**src/rtl/regmem_pkg.sv**
```systemverilog
package regmem_pkg;

  // Result of a command; the numeric codes are visible on err_code.
  typedef enum logic [1:0] {
    ERR_NONE    = 2'd0,
    ERR_NULL    = 2'd1,
    ERR_SPACE   = 2'd2,
    ERR_OVERRUN = 2'd3
  } xfer_err_e;

  typedef enum logic [1:0] {
    ST_IDLE = 2'd0,
    ST_WAIT = 2'd1,
    ST_BEAT = 2'd2,
    ST_DONE = 2'd3
  } xfer_state_e;

  function automatic int unsigned max2(input int unsigned a, input int unsigned b);
    return (a > b) ? a : b;
  endfunction

endpackage

```
**src/rtl/regmem_guard.sv**
```systemverilog
module regmem_guard
  import regmem_pkg::*;
#(
  parameter int ADDR_W   = 16,
  parameter int LEN_W    = 8,
  parameter int RF_DEPTH = 32,
  parameter int LANES    = 4
) (
  input  logic [ADDR_W-1:0]           addr,
  input  logic [LEN_W-1:0]            nbytes,
  input  logic [$clog2(RF_DEPTH)-1:0] reg_num,
  input  logic [$clog2(LANES)-1:0]    lane,
  input  logic                        null_en,
  input  logic                        space_en,
  input  logic [ADDR_W-1:0]           marker,
  output xfer_err_e                   err
);

  localparam int RF_BYTES  = RF_DEPTH * LANES;
  localparam int SPAN_W    = max2(ADDR_W, LEN_W) + 1;
  localparam int OVR_W     = max2($clog2(RF_BYTES) + 1, LEN_W) + 1;
  localparam int NULL_SPAN = LANES;

  logic [SPAN_W-1:0] end_addr;
  logic [OVR_W-1:0]  rf_end;
  logic              hit_null;
  logic              hit_space;
  logic              hit_ovr;

  always_comb begin
    end_addr  = SPAN_W'(addr) + SPAN_W'(nbytes);
    rf_end    = OVR_W'(reg_num) * OVR_W'(LANES) + OVR_W'(lane) + OVR_W'(nbytes);
    hit_null  = null_en && (addr < ADDR_W'(NULL_SPAN));
    hit_space = space_en && ((addr >= marker) || (end_addr > SPAN_W'(marker)));
    hit_ovr   = rf_end > OVR_W'(RF_BYTES);
  end

  // Fixed priority: null trap, then space guard, then register overrun.
  always_comb begin
    if (hit_null)       err = ERR_NULL;
    else if (hit_space) err = ERR_SPACE;
    else if (hit_ovr)   err = ERR_OVERRUN;
    else                err = ERR_NONE;
  end

endmodule

```
**src/rtl/regmem_walker.sv**
```systemverilog
module regmem_walker #(
  parameter int ADDR_W = 16,
  parameter int LEN_W  = 8,
  parameter int IDX_W  = 5,
  parameter int LANES  = 4
) (
  input  logic                     clk,
  input  logic                     rst_n,
  input  logic                     load,
  input  logic                     step,
  input  logic [ADDR_W-1:0]        addr_i,
  input  logic [IDX_W-1:0]         reg_i,
  input  logic [$clog2(LANES)-1:0] lane_i,
  input  logic [LEN_W-1:0]         len_i,
  output logic [ADDR_W-1:0]        addr_o,
  output logic [IDX_W-1:0]         reg_o,
  output logic [$clog2(LANES)-1:0] lane_o,
  output logic                     last_o
);

  localparam int LANE_W = $clog2(LANES);
  localparam logic [LANE_W-1:0] TOP_LANE = LANE_W'(LANES - 1);

  logic [ADDR_W-1:0] addr_q, addr_d;
  logic [IDX_W-1:0]  reg_q,  reg_d;
  logic [LANE_W-1:0] lane_q, lane_d;
  logic [LEN_W-1:0]  left_q, left_d;
  logic              cnt_en;

  assign cnt_en = load | step;

  always_comb begin
    addr_d = addr_q;
    reg_d  = reg_q;
    lane_d = lane_q;
    left_d = left_q;
    if (load) begin
      addr_d = addr_i;
      reg_d  = reg_i;
      lane_d = lane_i;
      left_d = len_i;
    end else if (step) begin
      addr_d = addr_q + ADDR_W'(1);
      left_d = left_q - LEN_W'(1);
      if (lane_q == TOP_LANE) begin
        lane_d = '0;
        reg_d  = reg_q + IDX_W'(1);
      end else begin
        lane_d = lane_q + LANE_W'(1);
      end
    end
  end

  always_ff @(posedge clk or negedge rst_n) begin
    if (!rst_n) begin
      addr_q <= '0;
      reg_q  <= '0;
      lane_q <= '0;
      left_q <= '0;
    end else if (cnt_en) begin
      addr_q <= addr_d;
      reg_q  <= reg_d;
      lane_q <= lane_d;
      left_q <= left_d;
    end
  end

  assign addr_o = addr_q;
  assign reg_o  = reg_q;
  assign lane_o = lane_q;
  assign last_o = (left_q == LEN_W'(1));

  // every beat advances the byte address by one
  a_r1_addr_step: assert property (@(posedge clk) disable iff (!rst_n)
    step |=> (addr_o == $past(addr_o) + ADDR_W'(1)));

  // leaving the top lane returns to lane 0 of the next register
  a_r2_lane_wrap: assert property (@(posedge clk) disable iff (!rst_n)
    (step && lane_o == TOP_LANE) |=> (lane_o == '0 && reg_o == $past(reg_o) + IDX_W'(1)));

  // inside a register the lane rises and the register stays
  a_r2_lane_inc: assert property (@(posedge clk) disable iff (!rst_n)
    (step && lane_o != TOP_LANE) |=> (lane_o == $past(lane_o) + LANE_W'(1) && $stable(reg_o)));

endmodule

```
**src/rtl/regmem_lane_mux.sv**
```systemverilog
module regmem_lane_mux #(
  parameter int REG_W = 32,
  parameter int LANES = REG_W / 8
) (
  input  logic [$clog2(LANES)-1:0] lane,
  input  logic [REG_W-1:0]         rf_rdata,
  input  logic [7:0]               mem_rdata,
  output logic [7:0]               store_byte,
  output logic [LANES-1:0]         lane_we,
  output logic [REG_W-1:0]         wr_word
);

  localparam int LANE_W = $clog2(LANES);

  for (genvar g = 0; g < LANES; g++) begin : g_lane
    assign lane_we[g]         = (lane == LANE_W'(g));
    assign wr_word[g*8 +: 8]  = mem_rdata;
  end

  always_comb begin
    store_byte = '0;
    for (int k = 0; k < LANES; k++) begin
      if (lane == LANE_W'(k)) store_byte = rf_rdata[k*8 +: 8];
    end
  end

endmodule

```
**src/rtl/regmem_byte_mover.sv**
```systemverilog
module regmem_byte_mover
  import regmem_pkg::*;
#(
  parameter int RF_DEPTH  = 32,
  parameter int REG_W     = 32,
  parameter int ADDR_W    = 16,
  parameter int LEN_W     = 8,
  parameter int EXTRA_LAT = 2
) (
  input  logic                          clk,
  input  logic                          rst_n,
  input  logic                          start,
  input  logic                          cmd_store,
  input  logic [ADDR_W-1:0]             cmd_addr,
  input  logic [$clog2(RF_DEPTH)-1:0]   cmd_reg,
  input  logic [$clog2(REG_W/8)-1:0]    cmd_lane,
  input  logic [LEN_W-1:0]              cmd_len,
  input  logic                          null_trap_en,
  input  logic                          space_guard_en,
  input  logic [ADDR_W-1:0]             code_base,
  output logic                          busy,
  output logic                          done,
  output logic [1:0]                    err_code,
  output logic                          mem_req,
  output logic                          mem_we,
  output logic [ADDR_W-1:0]             mem_addr,
  output logic [7:0]                    mem_wdata,
  input  logic [7:0]                    mem_rdata,
  output logic [$clog2(RF_DEPTH)-1:0]   rf_idx,
  input  logic [REG_W-1:0]              rf_rdata,
  output logic                          rf_we,
  output logic [REG_W/8-1:0]            rf_lane_we,
  output logic [REG_W-1:0]              rf_wdata
);

  localparam int LANES  = REG_W / 8;
  localparam int LANE_W = $clog2(LANES);
  localparam int IDX_W  = $clog2(RF_DEPTH);
  localparam int WAIT_W = (EXTRA_LAT > 1) ? $clog2(EXTRA_LAT) : 1;

  xfer_state_e       state_q, state_d;
  xfer_err_e         err_q, err_d, chk_err;
  logic              store_q, store_d;
  logic [WAIT_W-1:0] wait_q, wait_d;
  logic              accept, launch, step, last_beat;
  logic [LANE_W-1:0] cur_lane;
  logic [LANES-1:0]  lane_we;
  logic              ctl_en;

  regmem_guard #(
    .ADDR_W(ADDR_W), .LEN_W(LEN_W), .RF_DEPTH(RF_DEPTH), .LANES(LANES)
  ) u_guard (
    .addr     (cmd_addr),
    .nbytes   (cmd_len),
    .reg_num  (cmd_reg),
    .lane     (cmd_lane),
    .null_en  (null_trap_en),
    .space_en (space_guard_en),
    .marker   (code_base),
    .err      (chk_err)
  );

  regmem_walker #(
    .ADDR_W(ADDR_W), .LEN_W(LEN_W), .IDX_W(IDX_W), .LANES(LANES)
  ) u_walk (
    .clk    (clk),
    .rst_n  (rst_n),
    .load   (launch),
    .step   (step),
    .addr_i (cmd_addr),
    .reg_i  (cmd_reg),
    .lane_i (cmd_lane),
    .len_i  (cmd_len),
    .addr_o (mem_addr),
    .reg_o  (rf_idx),
    .lane_o (cur_lane),
    .last_o (last_beat)
  );

  regmem_lane_mux #(
    .REG_W(REG_W), .LANES(LANES)
  ) u_mux (
    .lane       (cur_lane),
    .rf_rdata   (rf_rdata),
    .mem_rdata  (mem_rdata),
    .store_byte (mem_wdata),
    .lane_we    (lane_we),
    .wr_word    (rf_wdata)
  );

  assign accept = (state_q == ST_IDLE) && start;
  assign launch = accept && (chk_err == ERR_NONE) && (cmd_len != '0);
  assign step   = (state_q == ST_BEAT);

  // Next-state process
  always_comb begin
    state_d = state_q;
    err_d   = err_q;
    store_d = store_q;
    wait_d  = wait_q;
    unique case (state_q)
      ST_IDLE: begin
        if (accept) begin
          err_d   = chk_err;
          store_d = cmd_store;
          if (!launch) begin
            state_d = ST_DONE;
          end else if (EXTRA_LAT == 0) begin
            state_d = ST_BEAT;
          end else begin
            state_d = ST_WAIT;
            wait_d  = WAIT_W'(EXTRA_LAT - 1);
          end
        end
      end
      ST_WAIT: begin
        if (wait_q == '0) state_d = ST_BEAT;
        else              wait_d  = wait_q - WAIT_W'(1);
      end
      ST_BEAT: begin
        if (last_beat) state_d = ST_DONE;
      end
      ST_DONE: state_d = ST_IDLE;
      default: state_d = ST_IDLE;
    endcase
  end

  assign ctl_en = (state_q != ST_IDLE) || start;

  // Register process
  always_ff @(posedge clk or negedge rst_n) begin
    if (!rst_n) begin
      state_q <= ST_IDLE;
      err_q   <= ERR_NONE;
      store_q <= 1'b0;
      wait_q  <= '0;
    end else if (ctl_en) begin
      state_q <= state_d;
      err_q   <= err_d;
      store_q <= store_d;
      wait_q  <= wait_d;
    end
  end

  assign busy       = (state_q == ST_WAIT) || (state_q == ST_BEAT);
  assign done       = (state_q == ST_DONE);
  assign err_code   = err_q;
  assign mem_req    = step;
  assign mem_we     = step && store_q;
  assign rf_we      = step && !store_q;
  assign rf_lane_we = rf_we ? lane_we : '0;

  // a refused command ends without a beat just before it
  a_r3_no_move_on_error: assert property (@(posedge clk) disable iff (!rst_n)
    (done && err_code != 2'd0) |-> !$past(mem_req));

  // done follows the last beat with no gap
  a_r7_done_after_beats: assert property (@(posedge clk) disable iff (!rst_n)
    $fell(mem_req) |-> done);

  // a load beat writes exactly one lane and no memory
  a_r6_one_lane: assert property (@(posedge clk) disable iff (!rst_n)
    rf_we |-> ($countones(rf_lane_we) == 1 && mem_req && !mem_we));

  // a store beat never writes the register file
  a_r10_store_no_rf: assert property (@(posedge clk) disable iff (!rst_n)
    mem_we |-> (!rf_we && rf_lane_we == '0));

  // completion and activity never overlap
  a_r11_done_idle: assert property (@(posedge clk) disable iff (!rst_n)
    done |-> !busy);

endmodule

```
**config.mk**
```make
export PLATFORM = sky130hd
export DESIGN_NAME = regmem_byte_mover
export DESIGN_NICKNAME = d
export VERILOG_FILES = /design/src/rtl/regmem_pkg.sv /design/src/rtl/regmem_guard.sv /design/src/rtl/regmem_walker.sv /design/src/rtl/regmem_lane_mux.sv /design/src/rtl/regmem_byte_mover.sv
export SDC_FILE = /design/constraint.sdc
export NUM_CORES = 1
export LEC_CHECK = 0
export CORE_ASPECT_RATIO = 0.5
export CORE_MARGIN = 5
export CORE_UTILIZATION = 25
export CTS_BUF_LIST = sky130_fd_sc_hd__clkbuf_2
export CTS_CLUSTER_SIZE = 25
export DETAILED_ROUTE_END_ITERATION = 7
export PLACE_DENSITY = 0.49
export SLEW_MARGIN = 5
export SYNTH_ARGS = -nofsm -noshare
export SYNTH_HDL_FRONTEND = slang
export SYNTH_HIERARCHICAL = 1
export SYNTH_SLANG_ARGS = --single-unit
```
**constraint.sdc**
```tcl
create_clock -name clk -period 3.3 [get_ports clk]
set_input_delay 0.66 -clock clk [delete_from_list [all_inputs] [get_ports clk]]
set_output_delay 0.66 -clock clk [all_outputs]
set_load 0.02 [all_outputs]
```
==> results.md, run 1 <==
- Setup TNS: -32.25 ns
- Worst path top cell family by delay: compound AO/OA/AOI/OAI gates
- Crit path DAT: 4.61 ns
- Sequential Power Share: 37.3%
- Die area: 20,400 sq um
- Core area: 17,300 sq um
- Post-detail-place hpwl: 11,900 um
- First-pass detailed-route iteration total: 4
- Hold Vio Cnt, Final: 0
- Final setup fails: 35
- CTS tree: yes
- R2r setup slk: 1.16 ns
- Worst path required time: 3.60 ns
- CP Buf/Inv Count: 5
- Cell repeated most along the worst path: inv_2
- Slowest cell on the critical path: a2111oi_4
- Vias: 4,081
- Synthesis Warnings: 6
- Worst Setup End Kind: flip-flop
- Kind of critical path: primary input to flip-flop
- Worst hold path type: primary input to async pin
- Synthesis-stage register bit count: 37
- PortBufs: 124
- IO Count: 165
- Cells after Synth: 495
- Multi-input gate area: 3130 sq um
- DRC: 0
- Clk_lat worst skew: 0.38 ns
- Worst Path Max Fanout: 14
- Max Fclk: 232 MHz
- Total track usage: 13.2%
- Post-route ant nets: 0
- # fillers: 1,802
- Syn_area_per_cell: 8.82 sq um
- GP Congestion: 0.828
- DR WL/cell: 15.4 um
- CTS buffer count: 5
- Max IR drop VDD: 91.4 uV
- Clk sinks: 37
- Worst-Margin Slew: 0.857 ns
- Seq/Total Area, Yosys: 21.2%
- Row Count: 34
- Synth-to-layout area growth: 49.1%
- Starting DRC count in detailed routing: 249
- Worst R2R Path Depth: 7
- Starting Density: 25.3%
- Max Slew Vio Count: 0
- Fin worst setup slack: -1.01 ns
- RSZ-0062 raised after global routing: true
- Main flop type after synthesis: dfrtp_1
- Reg area: 926 sq um
- Power share of the combinational group: 46.4%
- Status: complete, but fails checks
- Failing checks: setup timing
- H-tree depth: 2
- Fraction of registers with async set/reset: 100%
- Initial antenna violation count: 0
- Max incr delay on CP: 0.37 ns
- Layout cells sized above 1: 23.5%
- Number of distinct library cells after synthesis: 64
- Fin crit period: 4.31 ns
- First-pass GRT wire length: 21,800 um
- R2r endpoint: u_walk/addr_o[13]
- Max Clock Skew: 0.0130 ns
- Reg clk slew, reported paths: 0.19 ns
- Pwr dens: 187 nW/um^2
- Die Y-Extent: 103 um
- Root Buffer: clkbuf_2
- EDFF count, synth: 0
- Synth Cell Area: 4370 sq um
- Nets: 823
- Vias in the first global route: 4,157
- Pin count of the biggest net entering global routing: 38
- Worst Setup Start Kind: primary input
- Drt via density: 4.50
- Die width: 197 um
- Power Internal: 0.000810 W
- Max Root-Sink Buffers: 2
- Crit-path cells: buf_8 -> ha_4 -> inv_2 -> fa_2 -> inv_2 -> a21oi_2 -> o21bai_2 -> a31oi_2 -> a211o_1 -> buf_6 -> xnor2_2 -> ha_1 -> nand2_2 -> nor4_4 -> o21ai_1 -> o211ai_1 -> a21o_1 -> o311ai_4 -> a21boi_4 -> a2111oi_4 -> buf_12 -> nor2_1 -> a221o_1
- Pleak: 2.85 nW
- Slew HR: 42.9%
- Global route overflow: 0
- Switch share: 33.4%
- Reg-to-Reg Start: state_q[0]
- Overall routed net length: 13,900 um
- Hold Slack: 0.357 ns
- Syn_nets: 646
- Tcrit/Tclk final: 131%
- Maxcap violations: 0
- Clock power frac: 16.3%
- Switching power: 0.000407 W
==> cell usage in the layout, fill, tap and decap left out, types with 4 or more instances in the layout <==
cell and count:
a21oi_1 21, mux4_2 6, and2_1 8, nor4b_1 4, mux2i_1 6, nand4_1 10, o21ai_0 17, a211oi_1 4
o21ai_1 19, buf_6 5, a21o_1 8, mux2_2 5, dfrtp_1 37, nor4_4 4, clkdlybuf4s50_1 107, xor2_1 19
nor3_1 8, nand2_1 38, inv_1 37, nand2b_1 5, nor2b_1 5, ha_1 54, nor3b_1 5, nand3_1 12
dlygate4sd2_1 12, xnor2_1 18, nand2_2 9, nor4_1 8, nor2_1 22, buf_4 82, clkbuf_2 6
==> how the worst max path moves through the flow <==
stage,startpoint,to,cells past startpoint
2_1_floorplan,cmd_addr[0],u_walk/addr_o[11],22
3_3_place_gp,cmd_len[1],u_walk/addr_o[13],21
5_1_grt,cmd_len[0],u_walk/addr_o[14],23
3_5_place_dp,cmd_len[1],u_walk/addr_o[13],21
4_1_cts,cmd_len[0],u_walk/addr_o[13],23
6_report,cmd_len[0],u_walk/addr_o[13],23
==> through the flow <==
step / std cells / area, sq um / setup WS, ns / total power, W / utilization, %
5_1_grt: 906 / 6510 / -1.19 / 0.00131 / 37.7
3_5_place_dp: 891 / 6260 / -2.08 / 0.00100 / 36.2
4_1_cts: 904 / 6480 / -1.07 / 0.00123 / 37.5
6_report: 907 / 6510 / -1.01 / 0.00122 / 37.7
3_3_place_gp: 891 / 6260 / -1.97 / 0.00100 / 36.2
2_1_floorplan: 495 / 4440 / -1.26 / 0.000759 / -
==> worst register-to-register path: stages, from the launching register on <==
cell,delay (ns)
dfrtp_1,0.43
inv_1,0.11
ha_1,0.18
buf_4,0.29
nand4_4,0.23
nor4_2,0.46
nor3b_1,0.09
a221o_1,0.27
==> layer usage <==
layer	GRT usage (%)	vias to the layer above	part of all wire, %	routed length [um]
met4	2.45	0	0.77	108
met1	19.0	1907	50	6920
met2	22.0	56	47	6520
met5	0	-	0	0
met3	1.23	7	2.8	391
li1	-	2111	-	-
==> what timing repair did <==
item                                    CTS  global route
pin swaps                                24             1
endpoints found under the setup margin   35            35
setup buffers                             5             2
cloned                                    2             0
hold buffers                              0             0
resized for setup                        66             1
==> final cells by class <==
| class | instances | share of cell area [%] |
|---|---|---|
| flip-flops and latches | 37 | 14.2 |
| well taps | 234 | 4.50 |
| multi-input cells | 374 | 48.1 |
| inverters | 40 | 2.31 |
| clock inverters | 1 | 0.0576 |
| diodes | 1 | 0.0384 |
| clock buffers | 6 | 0.461 |
| repair buffers | 214 | 30.3 |
==> cell usage after synthesis (all sizes together), types with 5 or more instances <==
library cell / instances / share of area, %
dfrtp: 37 / 21
nor2: 22 / 1.9
nand2b: 5 / 0.72
nand3: 12 / 1.4
mux2: 6 / 1.5
xnor2: 19 / 3.8
nor3: 10 / 1.1
a21oi: 23 / 2.6
nor3b: 5 / 0.86
ha: 56 / 16
o21ai: 37 / 4.2
xor2: 19 / 3.8
nor4: 14 / 3.3
clkbuf: 6 / 0.54
mux4: 8 / 4.3
nor4b: 6 / 1.7
nor2b: 5 / 0.72
nand4: 12 / 2.4
mux2i: 6 / 1.4
inv: 40 / 3.4
and2: 8 / 1.1
buf: 38 / 6.4
nand2: 49 / 4.4
a211oi: 5 / 0.86
a21o: 8 / 1.4
==> power groups by stage <==
stage | combinational [W] | sequential [W] | clock (W)
floorplan | 0.000297 | 0.000462 | 0
global placement | 0.000539 | 0.000462 | 0
detailed placement | 0.000542 | 0.000462 | 0
CTS | 0.000568 | 0.000454 | 0.000209
global route | 0.000626 | 0.000454 | 0.000231
finish | 0.000565 | 0.000454 | 0.000198
==> registers in the layout, indices dropped and copies added (netlist names) <==
| register | count |
|---|---|
| u_walk/reg_o | 5 |
| wait_q | 1 |
| state_q | 2 |
| u_walk/lane_o | 2 |
| store_q | 1 |
| err_code | 2 |
| u_walk/left_q | 8 |
| u_walk/addr_o | 16 |
==> cell families (layout without fill, tap and decap cells) <==
group | after synthesis | count (layout) | share of synthesized area, %
AND/OR/NAND/NOR | 157 | 157 | 21.3
AO/OA/AOI/OAI | 101 | 101 | 15.3
buffers and inverters | 84 | 261 | 10.4
adder cells (fa/ha/maj) | 58 | 58 | 17.0
XOR/XNOR | 38 | 38 | 7.62
flip-flops | 37 | 37 | 21.2
multiplexers | 20 | 20 | 7.22
other | 0 | 1 | 0
Power figures use the tool's default switching activity.
==> inputs of run 2 (changes only) <==
Settings changed: CTS_BUF_LIST sky130_fd_sc_hd__clkbuf_2 to sky130_fd_sc_hd__clkbuf_8.
==> results.md, run 2 (same netlist as run 1, synthesis figures left out) <==
- Initial antenna violation count: 0
- Switching power: 0.000415 W
- Starting Density: 25.3%
- Clk_lat worst skew: 0.29 ns
- Max reg flops: 16
- First-pass detailed-route iteration total: 4
- Worst R2R Path Depth: 7
- Most frequent cells in the layout: 107 x clkdlybuf4s50_1, 82 x buf_4, 54 x ha_1, 39 x nand2_1, 38 x inv_1
- Slowest cell on the critical path: a2111oi_4
- GP Congestion: 0.828
- RSZ-0062 raised after global routing: true
- R2r endpoint: u_walk/addr_o[13]
- CTS buffer count: 5
- Tcrit/Tclk final: 134%
- Die Y-Extent: 103 um
- Pleak: 2.87 nW
- Util after Layout: 37.9%
- Worst Path Max Fanout: 14
- Max IR drop VDD: 110 uV
- IO Count: 165
- Overall routed net length: 14,000 um
- Clock power frac: 23.8%
- Maxcap violations: 0
- Fin worst setup slack: -1.13 ns
- Max Clock Skew: 0.00502 ns
- Reg clk slew, reported paths: 0.07 ns
- Worst path top cell family by delay: compound AO/OA/AOI/OAI gates
- Vias: 4,070
- DR WL/cell: 15.4 um
- Kind of critical path: primary input to flip-flop
- CP Buf/Inv Count: 5
- Switch share: 31.0%
- Crit path DAT: 4.61 ns
- Worst Setup SP: cmd_len[0]
- Crit. path cell count: 23
- Cell repeated most along the worst path: inv_2
- Power Internal: 0.000923 W
- Post-route ant nets: 0
- Core area: 17,300 sq um
- H-tree depth: 2
- Worst-Margin Slew: 0.857 ns
- Total track usage: 13.3%
- Root Buffer: clkbuf_8
- Starting DRC count in detailed routing: 258
- Worst Setup Start Kind: primary input
- Die area: 20,400 sq um
- Reg-to-Reg Start: state_q[0]
- Worst Setup End Kind: flip-flop
- PortBufs: 124
- Drt via density: 4.50
- Final setup fails: 35
- Crit-path cells: buf_8 -> ha_4 -> inv_2 -> fa_2 -> inv_2 -> a21oi_2 -> o21bai_2 -> a31oi_2 -> a211o_1 -> buf_6 -> xnor2_2 -> ha_1 -> nand2_2 -> nor4_4 -> o21ai_1 -> o211ai_1 -> a21o_1 -> o311ai_4 -> a21boi_4 -> a2111oi_4 -> buf_12 -> nor2_1 -> a221o_1
- Row Count: 34
- First-pass GRT wire length: 21,900 um
- Most common cell after layout, fill and taps aside: clkdlybuf4s50_1
- Fin crit period: 4.43 ns
- Diodes inserted: 0
- Worst path required time: 3.47 ns
- Max Fclk: 226 MHz
- DRC: 0
- # hold bufs at CTS: 0
- Status: complete, but fails checks
- Max Slew Vio Count: 0
- Global route overflow: 0
- Layout cells sized above 1: 23.5%
- Pin count of the biggest net entering global routing: 38
- Power, Total: 0.00134 W
- Max Root-Sink Buffers: 2
- Vias in the first global route: 4,164
- Hold Vio Cnt, Final: 0
- Post-detail-place hpwl: 11,900 um
- Slew HR: 42.9%
- Failing checks: setup timing
- CTS tree: yes
- Synth-to-layout area growth: 49.9%
- Die width: 197 um
- Setup crit end: u_walk/addr_o[13]
- Worst hold path type: primary input to async pin
- Max incr delay on CP: 0.37 ns
- Nets: 822
- Power share of the combinational group: 42.3%
- Clk sinks: 37
- Pwr dens: 204 nW/um^2
- Setup slack at placement: -2.08 ns
- Sequential Power Share: 33.9%
- R2r setup slk: 1.19 ns
## run 2: cell types whose count changed in the layout (fill, tap and decap cells not counted), moves of 2 or more
cell,change
clkbuf_2,-6
o21ai_2,+2
o21ai_1,-3
clkbuf_8,+6
## run 2: worst min-delay path by stage
| stage | end | slack, ns |
|---|---|---|
| finish | u_walk/lane_o[0] | 0.48 |
| global route | err_code[1] | 0.53 |
| CTS | u_walk/reg_o[4] | 0.50 |
| detailed placement | err_code[1] | 0.50 |
| global placement | err_code[1] | 0.50 |
| floorplan | err_code[0] | 0.36 |
## run 2: layout make-up
| cell class | count | area, sq um |
|---|---|---|
| inverters | 40 | 150 |
| well taps | 234 | 293 |
| clock buffers | 6 | 82.6 |
| flip-flops and latches | 37 | 926 |
| fillers | 1796 | 10700 |
| multi-input cells | 374 | 3140 |
| repair buffers | 213 | 1950 |
| clock inverters | 1 | 3.75 |
## run 2: per-stage QoR
| step | setup TNS, ns | cell area (sq um) | hold WS [ns] | instances |
|---|---|---|---|---|
| after floorplan | -38.77 | 4440 | 0.364 | 495 |
| after global placement | -64.60 | 6260 | 0.499 | 891 |
| after detailed placement | -68.51 | 6260 | 0.498 | 891 |
| after CTS | -38.25 | 6540 | 0.503 | 904 |
| after global routing | -43.89 | 6550 | 0.533 | 905 |
| final | -35.89 | 6550 | 0.483 | 905 |
## run 2: what timing repair did
action / in CTS / in global routing
setup endpoints to repair: 35 / 35
buffers inserted: 5 / 1
cloned: 2 / 0
pin swaps: 26 / 1
resized for setup: 66 / 1
## run 2: routing by layer
layer	wire length, um	part of all wire (%)	track usage, %	vias up
met3	387	2.8	1.13	6
met5	0	0	0	-
met2	6540	47	22.2	63
met4	83	0.59	2.61	0
met1	6960	50	19.1	1899
li1	-	-	-	2102
## run 2: power groups by stage
stage          Sequential (W)  Clock (W)  Combinational (W)
2_1_floorplan        0.000462          0           0.000297
3_3_place_gp         0.000462          0           0.000539
3_5_place_dp         0.000462          0           0.000542
4_1_cts              0.000453   0.000332           0.000568
5_1_grt              0.000453   0.000353           0.000627
6_report             0.000453   0.000319           0.000566
